## config.mk

```make
export PLATFORM = sky130hd
export DESIGN_NAME = disp_status_ctl
export DESIGN_NICKNAME = d
export VERILOG_FILES = /design/src/rtl/dcs_pkg.sv /design/src/rtl/dcs_ctl_decode.sv /design/src/rtl/dcs_env_shadow.sv /design/src/rtl/dcs_status_core.sv /design/src/rtl/disp_status_ctl.sv
export SDC_FILE = /design/constraint.sdc
export NUM_CORES = 1
export LEC_CHECK = 0
export BUFFER_PORTS_ARGS = -buffer_cell sky130_fd_sc_hd__clkbuf_2
export CAP_MARGIN = 20
export CORE_AREA = 5 5 75 77
export DETAILED_ROUTE_END_ITERATION = 10
export DIE_AREA = 0 0 80 82
export PLACE_DENSITY_LB_ADDON = 0.1
export SLEW_MARGIN = 15
export SYNTH_ARGS = -nofsm -noshare
export SYNTH_HDL_FRONTEND = slang
export SYNTH_SLANG_ARGS = --single-unit
```

## constraint.sdc

```tcl
create_clock -name clk -period 1.3 [get_ports clk]
set_input_delay 0.195 -clock clk [delete_from_list [all_inputs] [get_ports clk]]
set_output_delay 0.195 -clock clk [all_outputs]
set_load 0.1 [all_outputs]
```

## src/rtl/dcs_pkg.sv

```systemverilog
package dcs_pkg;
  localparam int WORD_W   = 32;
  localparam int CMD_LSB  = 24;
  localparam int POS_X_W  = 10;
  localparam int POS_Y_W  = 9;
  localparam int MODE_W   = 7;

  localparam logic [WORD_W-1:0] STAT_POWERON = 32'h1480_2000;

  localparam int BIT_RDACT  = 27;
  localparam int BIT_BLANK  = 23;
  localparam int DMA_LSB    = 29;
  localparam int MODE_LSB   = 16;
  localparam int HRES_LSB   = 16;
  localparam int VRES_LSB   = 19;
  localparam int MIRROR_W   = 13;

  typedef enum logic [7:0] {
    OP_RESET  = 8'h00,
    OP_BLANK  = 8'h03,
    OP_DMADIR = 8'h04,
    OP_ORIGIN = 8'h05,
    OP_MODE   = 8'h08
  } ctl_op_e;

  // Mode parameter scatter: p[5:0] -> bits 22:17, p[6] -> bit 16.
  function automatic logic [WORD_W-1:0] mode_scatter(logic [WORD_W-1:0] cur,
                                                     logic [MODE_W-1:0] p);
    logic [WORD_W-1:0] r;
    r = cur;
    r[MODE_LSB +: MODE_W] = {p[5:0], p[6]};
    return r;
  endfunction

  function automatic logic [WORD_W-1:0] env_poweron(int k);
    return {8'(8'hE0 + k), 24'h0};
  endfunction

  // Low status bits mirrored from environment registers 1 and 6.
  function automatic logic [MIRROR_W-1:0] mirror_low(logic [WORD_W-1:0] draw_reg,
                                                      logic [WORD_W-1:0] mask_reg);
    return {mask_reg[1:0], draw_reg[10:0]};
  endfunction
endpackage

```

## src/rtl/dcs_ctl_decode.sv

```systemverilog
module dcs_ctl_decode
  import dcs_pkg::*;
(
  input  logic       valid,
  input  logic [7:0] op,
  output logic       hit_reset,
  output logic       hit_blank,
  output logic       hit_dma,
  output logic       hit_origin,
  output logic       hit_mode,
  output logic       hit_other
);
  always_comb begin
    hit_reset  = 1'b0;
    hit_blank  = 1'b0;
    hit_dma    = 1'b0;
    hit_origin = 1'b0;
    hit_mode   = 1'b0;
    hit_other  = 1'b0;
    if (valid) begin
      case (op)
        OP_RESET:  hit_reset  = 1'b1;
        OP_BLANK:  hit_blank  = 1'b1;
        OP_DMADIR: hit_dma    = 1'b1;
        OP_ORIGIN: hit_origin = 1'b1;
        OP_MODE:   hit_mode   = 1'b1;
        default:   hit_other  = 1'b1;
      endcase
    end
  end
endmodule

```

## src/rtl/dcs_env_shadow.sv

```systemverilog
module dcs_env_shadow
  import dcs_pkg::*;
#(
  parameter int NUM_ENV = 8
) (
  input  logic                      clk,
  input  logic                      rst_n,
  input  logic                      soft_rst,
  input  logic                      wr_valid,
  input  logic [WORD_W-1:0]         wr_data,
  output logic                      env_hit,
  output logic [NUM_ENV*WORD_W-1:0] env_flat
);
  localparam int IDX_W = (NUM_ENV > 1) ? $clog2(NUM_ENV) : 1;

  assign env_hit = wr_valid && (wr_data[31:27] == 5'b11100);

  for (genvar g = 0; g < NUM_ENV; g++) begin : g_env
    logic [WORD_W-1:0] q;
    logic              sel;
    assign sel = env_hit && (wr_data[CMD_LSB +: IDX_W] == IDX_W'(g));
    always_ff @(posedge clk or negedge rst_n) begin
      if (!rst_n)        q <= env_poweron(g);
      else if (soft_rst) q <= env_poweron(g);
      else if (sel)      q <= wr_data;
    end
    assign env_flat[g*WORD_W +: WORD_W] = q;
  end
endmodule

```

## src/rtl/dcs_status_core.sv

```systemverilog
module dcs_status_core
  import dcs_pkg::*;
(
  input  logic               clk,
  input  logic               rst_n,
  input  logic               hit_reset,
  input  logic               hit_blank,
  input  logic               hit_dma,
  input  logic               hit_origin,
  input  logic               hit_mode,
  input  logic [18:0]        param,
  input  logic               rd_start,
  input  logic               rd_done,
  output logic [WORD_W-1:0]  hi_q,
  output logic [POS_X_W-1:0] org_x,
  output logic [POS_Y_W-1:0] org_y
);
  logic [WORD_W-1:0] hi_d;

  always_comb begin
    hi_d = hi_q;
    if (hit_blank) hi_d[BIT_BLANK] = param[0];
    if (hit_dma)   hi_d[DMA_LSB +: 2] = param[1:0];
    if (hit_mode)  hi_d = mode_scatter(hi_q, param[MODE_W-1:0]);
    if (rd_start)      hi_d[BIT_RDACT] = 1'b1;
    else if (rd_done)  hi_d[BIT_RDACT] = 1'b0;
    if (hit_reset) hi_d = STAT_POWERON;
  end

  always_ff @(posedge clk or negedge rst_n) begin
    if (!rst_n) begin
      hi_q  <= STAT_POWERON;
      org_x <= '0;
      org_y <= '0;
    end else begin
      hi_q <= hi_d;
      if (hit_reset) begin
        org_x <= '0;
        org_y <= '0;
      end else if (hit_origin) begin
        org_x <= param[POS_X_W-1:0];
        org_y <= param[POS_X_W +: POS_Y_W];
      end
    end
  end
endmodule

```

## src/rtl/disp_status_ctl.sv

```systemverilog
module disp_status_ctl
  import dcs_pkg::*;
#(
  parameter int NUM_ENV = 8
) (
  input  logic         clk,
  input  logic         rst_n,
  input  logic         ctl_valid,
  input  logic [31:0]  ctl_data,
  input  logic         env_valid,
  input  logic [31:0]  env_data,
  input  logic         rd_xfer_start,
  input  logic         rd_xfer_done,
  output logic [31:0]  stat_word,
  output logic [2:0]   hres_code,
  output logic [1:0]   vres_code,
  output logic [9:0]   disp_x,
  output logic [8:0]   disp_y
);
  localparam int ENV_DRAW = 1;
  localparam int ENV_MASK = 6;

  logic hit_reset, hit_blank, hit_dma, hit_origin, hit_mode, hit_other;
  logic env_hit;
  logic [NUM_ENV*WORD_W-1:0] env_flat;
  logic [WORD_W-1:0] hi_q;
  logic [WORD_W-1:0] env_draw, env_mask;

  dcs_ctl_decode u_dec (
    .valid      (ctl_valid),
    .op         (ctl_data[31:24]),
    .hit_reset  (hit_reset),
    .hit_blank  (hit_blank),
    .hit_dma    (hit_dma),
    .hit_origin (hit_origin),
    .hit_mode   (hit_mode),
    .hit_other  (hit_other)
  );

  dcs_env_shadow #(.NUM_ENV(NUM_ENV)) u_env (
    .clk      (clk),
    .rst_n    (rst_n),
    .soft_rst (hit_reset),
    .wr_valid (env_valid),
    .wr_data  (env_data),
    .env_hit  (env_hit),
    .env_flat (env_flat)
  );

  dcs_status_core u_core (
    .clk        (clk),
    .rst_n      (rst_n),
    .hit_reset  (hit_reset),
    .hit_blank  (hit_blank),
    .hit_dma    (hit_dma),
    .hit_origin (hit_origin),
    .hit_mode   (hit_mode),
    .param      (ctl_data[18:0]),
    .rd_start   (rd_xfer_start),
    .rd_done    (rd_xfer_done),
    .hi_q       (hi_q),
    .org_x      (disp_x),
    .org_y      (disp_y)
  );

  assign env_draw  = env_flat[ENV_DRAW*WORD_W +: WORD_W];
  assign env_mask  = env_flat[ENV_MASK*WORD_W +: WORD_W];
  assign stat_word = {hi_q[WORD_W-1:MIRROR_W], mirror_low(env_draw, env_mask)};
  assign hres_code = stat_word[HRES_LSB +: 3];
  assign vres_code = stat_word[VRES_LSB +: 2];
endmodule


```

==> results.sh, run 1 <==
export IMPL_outcome="finished, violations left"
export IMPL_violations="setup timing"
export IMPL_antenna_found_initial=0
export IMPL_start_kind="input port"
export IMPL_wirelength_met1_um=2910
export IMPL_combPwrFrac_pct=34.8
export IMPL_die_h_um=82
export IMPL_top_layer="met4"
export IMPL_grt_overflow_total=0
export IMPL_clkSlewWorstSetupHoldPaths_ps=80
export IMPL_ys_types=35
export IMPL_synth_area_per_cell_sq_um=9.19
export IMPL_end_kind="flop"
export IMPL_routabilityCongestion=0.814
export IMPL_final_min_clock_period_ps=1510
export IMPL_grt_max_degree=23
export IMPL_drt_wl_total_um=7380
export IMPL_power_switching_mw=1.39
export IMPL_io_buffers=102
export IMPL_yosys_warnings=0
export IMPL_cts_buffers=5
export IMPL_initial_core_util_pct=45.4
export IMPL_worstSetupPathType="in2reg"
export IMPL_p_int_mw=2.25
export IMPL_multi_input_area_sq_mm=0.00105
export IMPL_cts_tree="done"
export IMPL_worstPathMaxFanout=6
export IMPL_max_stage_delay_ps=580
export IMPL_cts_max_level=2
export IMPL_r2r_slack_ps=430
export IMPL_fp_dieW_um=80
export IMPL_grtUsageTotal_pct=21.9
export IMPL_drc=0
export IMPL_skew_ps=0
export IMPL_critPathSlowestCell="or4_4"
export IMPL_syn_inst=244
export IMPL_cp_cell_sequence="buf_6 > or4_4 > buf_12 > a2111oi_4 > buf_4 > clkbuf_16 > o221ai_2"
export IMPL_p_leak_nw=1.88
export IMPL_setup_tns_ps=-5390
export IMPL_dr_pass1_iters=4
export IMPL_drtIter0Drc=135
export IMPL_p_seq_share_pct=41.4
export IMPL_rows=26
export IMPL_ir_drop_mv=0.610
export IMPL_min_period_over_period_pct=116
export IMPL_path_buf_inv=4
export IMPL_drive_gt1_share_pct=51.1
export IMPL_final_util_pct=81.8
export IMPL_cts_sinks=44
export IMPL_die_area_sq_mm=0.00656
export IMPL_whs_ps=105
export IMPL_grt_pass1_wl_um=11200
export IMPL_avgRoutedWirePerCell_um=17.2
export IMPL_drv_slew=0
export IMPL_final_common_cell="buf_12"
export IMPL_grt_pass1_vias=2344
export IMPL_ys_seq_area_share_pct=49.2
export IMPL_ant_nets=0
export IMPL_cp_arrival_ps=1700
export IMPL_nNetsFinal=429
export IMPL_ys_seq_elements=44
export IMPL_setup_viol=46
export IMPL_cts_max_path_buffers=2
export IMPL_rsz0062_at_grt="true"
export IMPL_setup_ws_ps=-212
export IMPL_syn2layout_area_growth_pct=80.2
export IMPL_met3_wirelength_um=487
export IMPL_vias_per_cell=5.45
export IMPL_hold_path_class="in2reg"
export IMPL_maxCapViolCount=0
export IMPL_cp_required_ps=1480
export IMPL_fillers=307
export IMPL_antenna_diode_count=0
export IMPL_seqCellArea_sq_mm=0.00111
export IMPL_most_common_layout_cells="56 x buf_12, 50 x clkbuf_2, 43 x nand2_1, 37 x dfrtp_1"
export IMPL_met2WireLength_um=3850
export IMPL_crit_family="buffers and inverters"
export IMPL_max_freq_ghz=0.661
export IMPL_cts_root_buf="clkbuf_8"
export IMPL_final_hold_viol_count=0
export IMPL_insertion_delay_ps=300
export IMPL_coreArea_sq_mm=0.00494
export IMPL_dp_hpwl_um=5250
export IMPL_via_count=2345
export IMPL_powerDensity_mw_per_mm2=901
export IMPL_clockPowerShare_pct=23.8
export IMPL_swShare_pct=38.2
export IMPL_syn_area_sq_mm=0.00224
export IMPL_io_pins=126
## per-layer routing
metal,global-route usage (%),vias to the layer above
met4,8.28,0
met1,29.0,1145
met3,4.82,13
met2,35.3,103
met5,0,-
li1,-,1084
## synth_stat cells
| library cell | number | area (sq um) |
|---|---|---|
| nand2_1 | 43 | 161 |
| dfrtp_1 | 42 | 1050 |
| inv_1 | 24 | 90.1 |
| o221ai_1 | 19 | 166 |
| a21oi_1 | 14 | 70.1 |
| clkbuf_1 | 14 | 52.6 |
| nand4_1 | 14 | 87.6 |
| o21ai_0 | 14 | 70.1 |
| buf_4 | 13 | 97.6 |
| o31ai_1 | 13 | 97.6 |
| buf_2 | 3 | 15.0 |
| or4_1 | 3 | 22.5 |
| dfstp_2 | 2 | 52.6 |
| mux2i_1 | 2 | 20.0 |
| nand3_1 | 2 | 10.0 |
| nor2_1 | 2 | 7.51 |
| or2_2 | 2 | 12.5 |
| a2111oi_4 | 1 | 27.5 |
| a211oi_1 | 1 | 7.51 |
| and3b_1 | 1 | 8.76 |
| and4_1 | 1 | 8.76 |
| buf_6 | 1 | 11.3 |
| conb_1 | 1 | 3.75 |
| nand2b_1 | 1 | 6.26 |
| nand3b_1 | 1 | 7.51 |
| nand4b_1 | 1 | 8.76 |
| nor2b_1 | 1 | 6.26 |
| nor3_2 | 1 | 10.0 |
| nor3b_1 | 1 | 7.51 |
| nor4_1 | 1 | 6.26 |
| o21a_1 | 1 | 7.51 |
| or2_0 | 1 | 6.26 |
| or3_1 | 1 | 6.26 |
| or3b_2 | 1 | 8.76 |
| or4b_2 | 1 | 10.0 |
## sequential cells by signal, summed over array words and instances (netlist names)
register       cells
u_core.org_y       9
u_core.org_x      10
u_env.g_env.q     13
u_core.hi_q       12
## path summary, 6_finish.rpt
path | from | endpoint | cells past startpoint
min | rd_xfer_start | u_core.hi_q[27] | 3
min reg2reg | u_core.org_y[2] | u_core.org_y[2] | 2
max in group asynchronous | rst_n | u_core.org_y[5] | 3
max | ctl_data[29] | u_core.org_y[8] | 7
min in group asynchronous | rst_n | u_core.org_x[3] | 2
max reg2reg | u_core.hi_q[28] | u_core.hi_q[28] | 1
## timing repair
item | in CTS | in global routing
hold buffers | 1 | 0
pin swaps | 2 | 6
setup buffers | 0 | 4
endpoints found under the setup margin | 28 | 28
endpoints found under the hold margin | 13 | 0
gates cloned | 0 | 3
gates resized for setup | 0 | 17
## cells by family after synthesis
family          after synthesis  synth area share (%)
compound gates               63                  19.9
flops                        44                  49.2
other cells                   1                 0.167
simple gates                 79                  18.0
mux                           2                 0.892
buf+inv                      55                  11.9
## cell type report
cell class,count,share of cell area (%)
sequential,44,27.5
inverter,24,2.23
clock inverter,3,0.464
timing repair buffer,134,39.8
tap,70,2.17
clock buffer,5,1.70
multi-input combinational,150,26.1
## power groups by stage
stage          registers (mW)  clock network (mW)  logic, mW
6_report                 1.51               0.867       1.27
5_1_grt                  1.52               0.950       1.32
4_1_cts                  1.51               0.877       1.25
3_5_place_dp             1.54                   0       1.25
3_3_place_gp             1.53                   0       1.23
2_1_floorplan            1.91                   0      0.374
## stage by stage
stage | total power [mW] | worst slack [ps] | area [sq um] | cells
after floorplan | 2.28 | -495 | 2470 | 248
after global placement | 2.76 | -471 | 3830 | 414
after detailed placement | 2.78 | -503 | 3830 | 414
after CTS | 3.64 | -169 | 3930 | 423
after global routing | 3.79 | -253 | 4040 | 430
final | 3.64 | -212 | 4040 | 430
Power figures use the tool's default switching activity.
==> run 2, diff against run 1 <==
- SETUP_SLACK_MARGIN: default -> 0.05
- clock period: 1.3 -> 1.9 ns (I/O delays scaled with it)
==> results.sh, run 2 (synthesized netlist as in run 1, its figures left out) <==
export IMPL_grt_pass1_wl_um=9630
export IMPL_cp_arrival_ps=1300
export IMPL_start_kind="flop"
export IMPL_final_common_cell="clkbuf_2"
export IMPL_multi_input_area_sq_um=902
export IMPL_via_count=2127
export IMPL_hold_path_class="in2async"
export IMPL_final_cell_count_no_fill=411
export IMPL_skew_ps=0
export IMPL_drt_wl_total_um=5960
export IMPL_cp_cell_sequence="clkbuf_2"
export IMPL_p_leak_nw=1.49
export IMPL_rsz0062_at_grt="false"
export IMPL_critPathSlowestCell="dfstp_2"
export IMPL_drive_gt1_share_pct=39.0
export IMPL_seqCellArea_sq_mm=0.00110
export IMPL_max_freq_ghz=0.630
export IMPL_ir_drop_mv=0.418
export IMPL_cts_buffers=5
export IMPL_startpoint="u_core.hi_q[28]"
export IMPL_avgRoutedWirePerCell_um=14.5
export IMPL_worstMarginPinSlew_ps=574
export IMPL_cts_root_buf="clkbuf_8"
export IMPL_maxCapViolCount=0
export IMPL_largest_register="u_env.g_env.q"
export IMPL_io_buffers=102
export IMPL_routabilityCongestion=0.762
export IMPL_grtUsageTotal_pct=18.6
export IMPL_setup_tns_ps=0
export IMPL_cts_max_path_buffers=2
export IMPL_fp_dieW_um=80
export IMPL_drtIter0Drc=89
export IMPL_largest_reg_flops=13
export IMPL_syn2layout_area_growth_pct=28.8
export IMPL_dp_hpwl_um=4400
export IMPL_setup_ws_ps=314
export IMPL_cp_required_ps=1620
export IMPL_end_kind="output pin"
export IMPL_dpl_worst_slack_ps=9.44
export IMPL_max_stage_delay_ps=550
export IMPL_outcome="completed"
export IMPL_r2r_slack_ps=1160
export IMPL_most_common_layout_cells="102 x clkbuf_2, 43 x nand2_1, 42 x dfrtp_1, 24 x inv_1, 18 x o221ai_1"
export IMPL_io_pins=126
export IMPL_drc=0
export IMPL_reg_largest_list="u_env.g_env.q (13), u_core.hi_q (12), u_core.org_x (10)"
export IMPL_grt_max_degree=45
export IMPL_path_buf_inv=1
export IMPL_clkSlewWorstSetupHoldPaths_ps=80
export IMPL_whs_ps=65.8
export IMPL_endpoint="stat_word[28]"
export IMPL_coreArea_sq_mm=0.00494
export IMPL_grt_pass1_vias=2051
export IMPL_cts_max_level=2
export IMPL_antenna_diode_count=0
export IMPL_rows=26
export IMPL_fillers=487
export IMPL_worstPathMaxFanout=4
export IMPL_final_util_pct=58.4
export IMPL_min_period_over_period_pct=83.5
export IMPL_final_area_sq_mm=0.00289
export IMPL_die_area_sq_mm=0.00656
export IMPL_hold_buffers=0
export IMPL_drv_slew=0
export IMPL_p_total_mw=2.26
export IMPL_ant_nets=0
export IMPL_cts_resized=0
export IMPL_setup_viol=0
export IMPL_dp_cells=403
export IMPL_antenna_found_initial=0
export IMPL_cts_tree="done"
export IMPL_cts_sinks=44
export IMPL_final_hold_viol_count=0
export IMPL_die_h_um=82
export IMPL_vias_per_cell=5.18
export IMPL_powerDensity_mw_per_mm2=782
export IMPL_worstReg2RegEnd="u_core.hi_q[28]"
export IMPL_r2r_start="u_core.hi_q[28]"
export IMPL_initial_core_util_pct=45.4
export IMPL_crit_cells=1
export IMPL_placed_area_sq_mm=0.00280
export IMPL_post_cts_buffers=0
export IMPL_slew_headroom_pct=61.8
export IMPL_dr_pass1_iters=4
export IMPL_crit_family="flip-flops"
export IMPL_insertion_delay_ps=280
export IMPL_nNetsFinal=410
export IMPL_final_min_clock_period_ps=1590
export IMPL_grt_overflow_total=0
export IMPL_worstRegToRegCells=1
export IMPL_worstSetupPathType="reg2out"
run 2: how the worst min path moves through the flow:
| stage | start | end | cells past startpoint |
|---|---|---|---|
| 6_report | rst_n | u_env.g_env[1].q[1] | 2 |
| 5_1_grt | rst_n | u_env.g_env[1].q[1] | 2 |
| 4_1_cts | rst_n | u_env.g_env[1].q[1] | 2 |
| 3_5_place_dp | rst_n | u_env.g_env[1].q[1] | 2 |
| 3_3_place_gp | rst_n | u_env.g_env[1].q[1] | 2 |
| 2_1_floorplan | rst_n | u_core.hi_q[16] | 0 |
run 2: routing by layer:
metal | wire [um] | GRT usage [%] | vias up
met3 | 368 | 4.28 | 6
li1 | - | - | 1036
met1 | 2720 | 24.9 | 1017
met5 | 0 | 0 | -
met4 | 47 | 4.05 | 0
met2 | 2830 | 30.8 | 68
run 2: final cells by class:
class | count | share of cell area [%]
multi-input cells | 149 | 31.2
flip-flops and latches | 44 | 38.2
repair buffers | 116 | 21.3
well taps | 70 | 3.03
clock buffers | 8 | 3.12
inverters | 24 | 3.12
run 2: power by group:
| group | internal (mW) | total [mW] | switching [mW] | leakage (nW) |
|---|---|---|---|---|
| clock | 0.297 | 0.603 | 0.306 | 0.0455 |
| sequential | 0.977 | 1.00 | 0.0257 | 0.495 |
| combinational | 0.121 | 0.654 | 0.533 | 0.949 |
